**config.mk**
```make
export PLATFORM = sky130hd
export DESIGN_NAME = spd_reader
export DESIGN_NICKNAME = d
export VERILOG_FILES = /design/src/rtl/spd_pkg.sv /design/src/rtl/spd_qtick.sv /design/src/rtl/spd_bit_phy.sv /design/src/rtl/spd_reader.sv
export SDC_FILE = /design/constraint.sdc
export NUM_CORES = 1
export LEC_CHECK = 0
export ABC_AREA = 0
export BUFFER_PORTS_ARGS = -buffer_cell sky130_fd_sc_hd__buf_2
export CORE_MARGIN = 5
export CORE_UTILIZATION = 57
export DETAILED_ROUTE_END_ITERATION = 8
export PLACE_DENSITY = 0.83
export SYNTH_ARGS = -nofsm -noshare
export SYNTH_HDL_FRONTEND = slang
export SYNTH_SLANG_ARGS = --single-unit
```
**constraint.sdc**
```tcl
create_clock -name clk -period 2.5 [get_ports clk]
set_input_delay 0.125 -clock clk [delete_from_list [all_inputs] [get_ports clk]]
set_output_delay 0.125 -clock clk [all_outputs]
set_load 0.01 [all_outputs]
```
**src/rtl/spd_pkg.sv**
```systemverilog
package spd_pkg;

  typedef enum logic [1:0] {
    C_START   = 2'd0,
    C_RESTART = 2'd1,
    C_STOP    = 2'd2,
    C_BIT     = 2'd3
  } bit_cmd_e;

  typedef enum logic [2:0] {
    F_NONE = 3'd0,
    F_BUSY = 3'd1,
    F_NACK = 3'd2,
    F_SUM  = 3'd3,
    F_KIND = 3'd4
  } fault_e;

  localparam logic [7:0] KIND_SDR = 8'h04;
  localparam logic [7:0] KIND_DDR = 8'h07;

  // Running checksum: modulo-256 addition.
  function automatic logic [7:0] sum_step(input logic [7:0] acc, input logic [7:0] b);
    return acc + b;
  endfunction

  // Verdict on the fetched contents; the checksum is judged first.
  function automatic fault_e judge(input logic [7:0] acc, input logic [7:0] stored,
                                   input logic [7:0] kind);
    if (acc != stored) return F_SUM;
    if (kind != KIND_SDR && kind != KIND_DDR) return F_KIND;
    return F_NONE;
  endfunction

endpackage

```
**src/rtl/spd_qtick.sv**
```systemverilog
module spd_qtick #(
  parameter int QTR_DIV = 312
) (
  input  logic clk,
  input  logic rst_n,
  output logic tick
);
  localparam int CW = (QTR_DIV > 1) ? $clog2(QTR_DIV) : 1;

  generate
    if (QTR_DIV <= 1) begin : g_every
      assign tick = 1'b1;
    end else begin : g_count
      logic [CW-1:0] cnt;
      always_ff @(posedge clk or negedge rst_n) begin
        if (!rst_n) cnt <= '0;
        else if (cnt == CW'(QTR_DIV - 1)) cnt <= '0;
        else cnt <= cnt + 1'b1;
      end
      assign tick = (cnt == CW'(QTR_DIV - 1));
    end
  endgenerate
endmodule

```
**src/rtl/spd_bit_phy.sv**
```systemverilog
module spd_bit_phy
  import spd_pkg::*;
(
  input  logic     clk,
  input  logic     rst_n,
  input  logic     tick,
  input  logic     go,
  input  bit_cmd_e cmd,
  input  logic     wbit,
  input  logic     scl_in,
  input  logic     sda_in,
  output logic     scl_lo,
  output logic     sda_lo,
  output logic     active,
  output logic     fin,
  output logic     rbit
);
  bit_cmd_e   cmd_q;
  logic       wbit_q;
  logic [1:0] ph;

  // Simple stretch wait: hold the sampling phase while a target keeps SCL low.
  logic stall, step;
  assign stall = (cmd_q == C_BIT) && (ph == 2'd2) && !scl_in;
  assign step  = active && tick && !stall;

  always_ff @(posedge clk or negedge rst_n) begin
    if (!rst_n) begin
      cmd_q  <= C_START;
      wbit_q <= 1'b1;
      ph     <= '0;
      active <= 1'b0;
      fin    <= 1'b0;
      rbit   <= 1'b1;
      scl_lo <= 1'b0;
      sda_lo <= 1'b0;
    end else begin
      fin <= 1'b0;
      if (go && !active) begin
        cmd_q  <= cmd;
        wbit_q <= wbit;
        ph     <= '0;
        active <= 1'b1;
      end else if (step) begin
        ph <= ph + 1'b1;
        if (ph == 2'd3) begin
          active <= 1'b0;
          fin    <= 1'b1;
        end
        case (cmd_q)
          C_START: case (ph)
            2'd0: begin sda_lo <= 1'b0; scl_lo <= 1'b0; end
            2'd1: sda_lo <= 1'b1;
            2'd3: scl_lo <= 1'b1;
            default: ;
          endcase
          C_RESTART: case (ph)
            2'd0: sda_lo <= 1'b0;
            2'd1: scl_lo <= 1'b0;
            2'd2: sda_lo <= 1'b1;
            default: scl_lo <= 1'b1;
          endcase
          C_STOP: case (ph)
            2'd0: sda_lo <= 1'b1;
            2'd1: scl_lo <= 1'b0;
            2'd2: sda_lo <= 1'b0;
            default: ;
          endcase
          default: case (ph)
            2'd0: sda_lo <= ~wbit_q;
            2'd1: scl_lo <= 1'b0;
            2'd2: rbit   <= sda_in;
            default: scl_lo <= 1'b1;
          endcase
        endcase
      end
    end
  end

  // during a data bit SDA holds still while SCL is released
  p_sda_steady_r9: assert property (@(posedge clk) disable iff (!rst_n)
    (active && cmd_q == C_BIT && !scl_lo && $past(active && !scl_lo)) |-> $stable(sda_lo));

  // the sequencer only hands over a command when the engine is free
  p_go_when_idle_r3: assert property (@(posedge clk) disable iff (!rst_n)
    go |-> !active);
endmodule

```
**src/rtl/spd_reader.sv**
```systemverilog
module spd_reader
  import spd_pkg::*;
#(
  parameter int NBYTES     = 64,
  parameter int SUM_AT     = 63,
  parameter int KIND_AT    = 2,
  parameter int QTR_DIV    = 312,
  parameter int IDLE_TRIES = 16,
  localparam int AW        = (NBYTES > 1) ? $clog2(NBYTES) : 1
) (
  input  logic          clk,
  input  logic          rst_n,
  input  logic          start,
  input  logic [6:0]    dev_addr,
  input  logic          scl_in,
  input  logic          sda_in,
  input  logic [AW-1:0] rd_addr,
  output logic          scl_oe,
  output logic          sda_oe,
  output logic          busy,
  output logic          done,
  output logic          valid,
  output logic [2:0]    fault,
  output logic [7:0]    rd_data
);
  localparam int TW = $clog2(IDLE_TRIES + 1);
  localparam logic [AW-1:0] LAST = AW'(NBYTES - 1);

  typedef enum logic [3:0] {
    S_IDLE, S_CHK, S_START, S_TXB, S_TXA, S_RST,
    S_RXB, S_RXA, S_STOP, S_EVAL, S_FIN
  } st_e;

  st_e          st;
  logic         tick, fin, rbit, phy_active;
  logic         go_q, bit_q;
  bit_cmd_e     cmd_q;
  logic [7:0]   sh;
  logic [6:0]   rsh;
  logic [2:0]   bitn;
  logic [1:0]   stage;
  logic [AW-1:0] idx;
  logic [TW-1:0] tries;
  logic [7:0]   acc;
  fault_e       fault_q;
  logic         done_q, valid_q;
  logic [7:0]   mem [NBYTES];

  // Named internal events
  logic       byte_in, lines_idle;
  logic [7:0] byte_val;
  assign byte_in    = (st == S_RXB) && fin && (bitn == 3'd7);
  assign byte_val   = {rsh, rbit};
  assign lines_idle = scl_in && sda_in;

  spd_qtick #(.QTR_DIV(QTR_DIV)) u_tick (.clk(clk), .rst_n(rst_n), .tick(tick));

  spd_bit_phy u_phy (
    .clk(clk), .rst_n(rst_n), .tick(tick), .go(go_q), .cmd(cmd_q), .wbit(bit_q),
    .scl_in(scl_in), .sda_in(sda_in), .scl_lo(scl_oe), .sda_lo(sda_oe),
    .active(phy_active), .fin(fin), .rbit(rbit)
  );

  always_ff @(posedge clk) begin
    if (byte_in) mem[idx] <= byte_val;
  end

  always_ff @(posedge clk or negedge rst_n) begin
    if (!rst_n) begin
      st <= S_IDLE; go_q <= 1'b0; bit_q <= 1'b1; cmd_q <= C_START;
      sh <= '0; rsh <= '0; bitn <= '0; stage <= '0; idx <= '0; tries <= '0;
      acc <= '0; fault_q <= F_NONE; done_q <= 1'b0; valid_q <= 1'b0;
    end else begin
      go_q   <= 1'b0;
      done_q <= 1'b0;
      case (st)
        S_IDLE: if (start) begin
          valid_q <= 1'b0; fault_q <= F_NONE; tries <= '0; stage <= '0;
          st <= S_CHK;
        end
        S_CHK: if (tick) begin
          if (lines_idle) begin
            go_q <= 1'b1; cmd_q <= C_START; st <= S_START;
          end else if (tries == TW'(IDLE_TRIES - 1)) begin
            fault_q <= F_BUSY; st <= S_FIN;
          end else tries <= tries + 1'b1;
        end
        S_START: if (fin) begin
          sh <= {dev_addr, 1'b0}; bitn <= '0;
          go_q <= 1'b1; cmd_q <= C_BIT; bit_q <= dev_addr[6]; st <= S_TXB;
        end
        S_TXB: if (fin) begin
          go_q <= 1'b1; cmd_q <= C_BIT;
          if (bitn == 3'd7) begin
            bit_q <= 1'b1; st <= S_TXA;
          end else begin
            bitn <= bitn + 1'b1; sh <= sh << 1; bit_q <= sh[6];
          end
        end
        S_TXA: if (fin) begin
          go_q <= 1'b1;
          if (rbit) begin
            fault_q <= F_NACK; cmd_q <= C_STOP; st <= S_STOP;
          end else if (stage == 2'd0) begin
            stage <= 2'd1; sh <= 8'h00; bitn <= '0;
            cmd_q <= C_BIT; bit_q <= 1'b0; st <= S_TXB;
          end else if (stage == 2'd1) begin
            stage <= 2'd2; cmd_q <= C_RESTART; st <= S_RST;
          end else begin
            idx <= '0; bitn <= '0; acc <= '0;
            cmd_q <= C_BIT; bit_q <= 1'b1; st <= S_RXB;
          end
        end
        S_RST: if (fin) begin
          sh <= {dev_addr, 1'b1}; bitn <= '0;
          go_q <= 1'b1; cmd_q <= C_BIT; bit_q <= dev_addr[6]; st <= S_TXB;
        end
        S_RXB: if (fin) begin
          rsh <= byte_val[6:0];
          go_q <= 1'b1; cmd_q <= C_BIT;
          if (bitn == 3'd7) begin
            if (int'(idx) < SUM_AT) acc <= sum_step(acc, byte_val);
            bit_q <= (idx == LAST);
            st <= S_RXA;
          end else begin
            bitn <= bitn + 1'b1; bit_q <= 1'b1;
          end
        end
        S_RXA: if (fin) begin
          go_q <= 1'b1;
          if (idx == LAST) begin
            cmd_q <= C_STOP; st <= S_STOP;
          end else begin
            idx <= idx + 1'b1; bitn <= '0;
            cmd_q <= C_BIT; bit_q <= 1'b1; st <= S_RXB;
          end
        end
        S_STOP: if (fin) st <= (fault_q != F_NONE) ? S_FIN : S_EVAL;
        S_EVAL: begin
          fault_q <= judge(acc, mem[SUM_AT], mem[KIND_AT]);
          st <= S_FIN;
        end
        S_FIN: begin
          done_q <= 1'b1; valid_q <= (fault_q == F_NONE); st <= S_IDLE;
        end
        default: st <= S_IDLE;
      endcase
    end
  end

  assign busy    = (st != S_IDLE);
  assign done    = done_q;
  assign valid   = valid_q;
  assign fault   = fault_q;
  assign rd_data = mem[rd_addr];

  // idle means both lines are released
  p_idle_released_r1: assert property (@(posedge clk) disable iff (!rst_n)
    (st == S_IDLE) |-> (!scl_oe && !sda_oe));

  // the bus check never drives a line
  p_check_no_drive_r2: assert property (@(posedge clk) disable iff (!rst_n)
    (st == S_CHK) |-> (!scl_oe && !sda_oe));

  // an aborted transfer has released both lines before it reports
  p_nack_stop_r5: assert property (@(posedge clk) disable iff (!rst_n)
    (st == S_FIN && fault_q == F_NACK) |-> (!scl_oe && !sda_oe));

  // completion is a single-cycle pulse
  p_done_pulse_r8: assert property (@(posedge clk) disable iff (!rst_n)
    done |=> !done);
endmodule

```
==> reports/results.tsv <==
stage	metric	value	unit
global_route	GR Util All Layers	24.8	%
clocking	CTS HTree Levels	2	
synth	syn avg cell area	17.6	µm²
sta	relative slew slack	46.3	%
floorplanning	Die Span X	215	µm
floorplanning	IO Count	34	
synth	Synth Instances	1364	
synth	Post-synth EDFFs	512	
clocking	Max clock buf depth	3	
critical_path	CP Class	reg2out	
final_layout	layout cells sized above 1	27.9	%
clocking	clk sinks	582	
synth	Synth Flop Type	edfxtp_1	
clocking	clk root buf	clkbuf_16	
final_layout	fin cells	2128	
critical_path	Slowest cell on crit path	mux4_2	
hold_path	number of cells on the worst hold path	4	
run_status	violated checks	setup timing	
hold_path	Hold EP	tries[4]$_DFFE_PN0P_	
sta	RSZ-0062 raised after global routing	yes	
sta	Worst Clk Skew	0.0395	ns
sta	Max Clock Freq	382	MHz
critical_path	CP Launch Type	flip-flop	
critical_path	CP Capture Type	output port	
route	Detailed Routing Iterations Pass 1	5	
sta	final max-slew violation count	0	
power	PD cells	707	nW/µm²
route	via count	13700	
synth	post-synth cell types	68	
placed_design	Post-DP HPWL	35.1	mm
placed_design	GP Congestion	0.908	
placed_design	dpl cells	2007	
final_layout	final net count	1581	
hold_path	Hold Path Class	in2reg	
sta	final setup violation count	6	
critical_path	CP peak stage delay	0.50	ns
hold_path	min-delay src	scl_in	
sta	Period Utilization, post-route	105	%
floorplanning	die area	46300	µm²
clocking	cts bufs inserted	56	
critical_path	critical path arrival	2.49	ns
clocking	Clock Latency Late Sink	0.62	ns
critical_path	WP buf/inv	1	
synth	Async SR Flop Fraction	12.0	%
sta	Final Hold Slack	0.101	ns
clocking	CTS clk-pin slew, worst paths	0.06	ns
route	post-route ant nets	0	
floorplanning	number of core rows	75	
synth	Yosys Warn Count	0	
sta	Final Hold Vio Count	0	
sta	final setup margin	-0.115	ns
synth	share of the synthesized area in the top cell type	64.1	%
placed_design	placed inst area	25600	µm²
floorplanning	Core ar.	41800	µm²
route	drt drc	0	
run_status	status	finished, violations left	
critical_path	crit-path cells	mux4_2 -> mux2_4 -> o211ai_1 -> nand3_1 -> buf_2	
route	Avg Vias per Cell	6.44	
synth	Area contributors post-synth	edfxtp_1, mux4_2, dfrtp_1	
synth	synthesized area	24000	µm²
power	Max IR drop VDD	0.000527	V
sta	Final Critical Period	2.61	ns
critical_path	Critical Path Fanout Max	2	
synth	FF+latch count, synth	582	
global_route	largest net degree at the start of global routing	67	
job	Max Cap Viol	0	
global_route	grt ovf	0	
critical_path	r2r worst-path depth	6	
route	Routed WL	56.8	mm
placed_design	Port Buf Inserts	33	
floorplanning	die height	215	µm
critical_path	family with the most delay on the worst path	multiplexers	
global_route	antenna violations before repair	2	
power	Pleak	8.19	nW
sta	Slew @ Worst Pin	0.805	ns
route	WL per Instance	26.7	µm
final_layout	final instance area	27800	µm²
clocking	TritonCTS clock tree	yes	
critical_path	CP Data Required Time	2.38	ns
global_route	vias in the first global route	14200	
critical_path	Worst R2R Start	bitn[0]$_DFFE_PN0P_	
route	initial drt markers	1724	
synth	Synthesized Nets	1405	
synth	Synth area leader	edfxtp_1	
global_route	first-pass GRT wire length	86.9	mm
critical_path	FF-to-FF End	st[0]$_DFFE_PN0P_	
final_layout	fill cell count	2576	
final_layout	area delta synth->final	15.8	%
critical_path	setup slack, reg-to-reg	0.17	ns
power	Tot Pwr	0.0196	W
synth	sequential cell area fraction in the yosys report	71.5	%
floorplanning	starting density of the core	57.4	%
metal layers:
metal	GRT usage, %	vias to the layer above	wire length (µm)	part of all wire, %
met4	9.17	2	2180	3.8
met2	41.0	798	28500	50
met1	32.6	6965	20600	36
met3	5.88	129	5450	9.6
li1	-	5813	-	-
met5	0	-	13	0.023
power by group:
part	switching (W)	internal, W	leakage (nW)
Sequential	0	0.0104	4.40
Clock	0.00363	0.00506	0.917
Combinational	0.000296	0.000206	2.87
final cells by class:
type | count | area (µm²) | share of cell area (%)
multi-input combinational | 707 | 6570 | 23.7
clock buffer | 64 | 1470 | 5.31
clock inverter | 42 | 432 | 1.56
timing repair buffer | 179 | 1410 | 5.09
tap | 539 | 674 | 2.43
sequential | 582 | 17100 | 61.7
inverter | 14 | 52.6 | 0.189
antenna | 1 | 2.50 | 0.00902
worst max-delay path by stage:
| stage | endpoint | from | cells after the start | slack, ns |
|---|---|---|---|---|
| floorplan | acc[7]$_DFFE_PN0P_ | rsh[4]$_DFFE_PN0P_ | 6 | 0.04 |
| global placement | rd_data[2] | rd_addr[0] | 8 | 0.24 |
| detailed placement | st[0]$_DFFE_PN0P_ | bitn[0]$_DFFE_PN0P_ | 6 | 0.19 |
| CTS | rd_data[4] | mem[2][4]$_DFFE_PP_ | 5 | -0.11 |
| global route | rd_data[7] | mem[2][7]$_DFFE_PP_ | 5 | -0.13 |
| finish | rd_data[7] | mem[2][7]$_DFFE_PP_ | 5 | -0.11 |
cells in the mapped netlist, drive strengths merged (7+ instances only):
| cell | n |
|---|---|
| edfxtp | 512 |
| nor2 | 135 |
| mux4 | 128 |
| dfrtp | 67 |
| nand2 | 64 |
| buf | 41 |
| o21ai | 34 |
| a21oi | 33 |
| nand3 | 27 |
| mux2 | 23 |
| a22oi | 22 |
| ha | 22 |
| clkbuf | 20 |
| nor2b | 19 |
| o22ai | 18 |
| mux2i | 17 |
| inv | 14 |
| xnor2 | 14 |
| nor3 | 13 |
| or3 | 13 |
| a211oi | 9 |
| nand2b | 9 |
| o31ai | 9 |
| o211ai | 8 |
| nor4 | 7 |
| xor2 | 7 |
registers in the layout, summed over array words and instances, names as in the netlist, 2 cells and up:
register / flops
u_tick.g_count.cnt: 9
stage: 2
bitn: 3
sh: 7
fault: 3
rsh: 7
u_phy.ph: 2
acc: 8
mem: 512
cmd_q: 2
tries: 5
idx: 6
u_phy.cmd_q: 2
st: 4
layout by cell type (no fill, tap or decap), drive strengths merged, types with 5 or more instances in the layout:
master,instances
and2,5
a22oi,22
and3,6
nor3,13
o21ai,34
nand3b,5
nand4,5
or3,13
nor2b,19
dlygate4sd3,9
clkinv,27
clkbuf,65
a211oi,9
mux4,128
edfxtp,512
a31oi,6
clkinvlp,7
dfrtp,67
bufinv,8
nor2,135
o22ai,18
buf,169
mux2,23
o211ai,8
nand2b,9
nor4,7
xnor2,14
nand2,64
xor2,7
inv,14
o31ai,9
mux2i,17
ha,22
a21oi,33
nand3,27
worst min-delay path: cells and delay by family:
family,cells,cell delay (ns)
and+or+nand+nor,2,0.34
buffers and inverters,1,0.11
AOI/OAI and AO/OA,1,0.09
per-stage QoR:
| stage | setup slack [ns] | utilization [%] | TNS, ns |
|---|---|---|---|
| global placement | 0.236 | 61.3 | 0 |
| detailed placement | 0.189 | 61.3 | 0 |
| finish | -0.115 | 66.5 | -0.375 |
| CTS | -0.109 | 66.4 | -0.332 |
| floorplan | 0.0392 | - | 0 |
| global route | -0.134 | 66.5 | -0.671 |
kinds of logic after synthesis:
group           count (synthesis)  synth area share (%)
xor+xnor                       21                 0.767
mux                           168                  13.8
fa+ha+maj                      23                  1.23
flops                         582                  71.5
compound gates                170                  4.67
simple gates                  325                  6.47
buf+inv                        75                  1.55
repair_timing:
item | 4_1_cts | 5_1_grt
endpoints found under the hold margin | 41 | 0
buffers inserted | 3 | 2
hold buffers | 9 | 0
pin swaps | 7 | 7
setup endpoints to repair | 8 | 24
gates resized for setup | 19 | 7
Note: power is estimated with default switching activity, not from simulation.
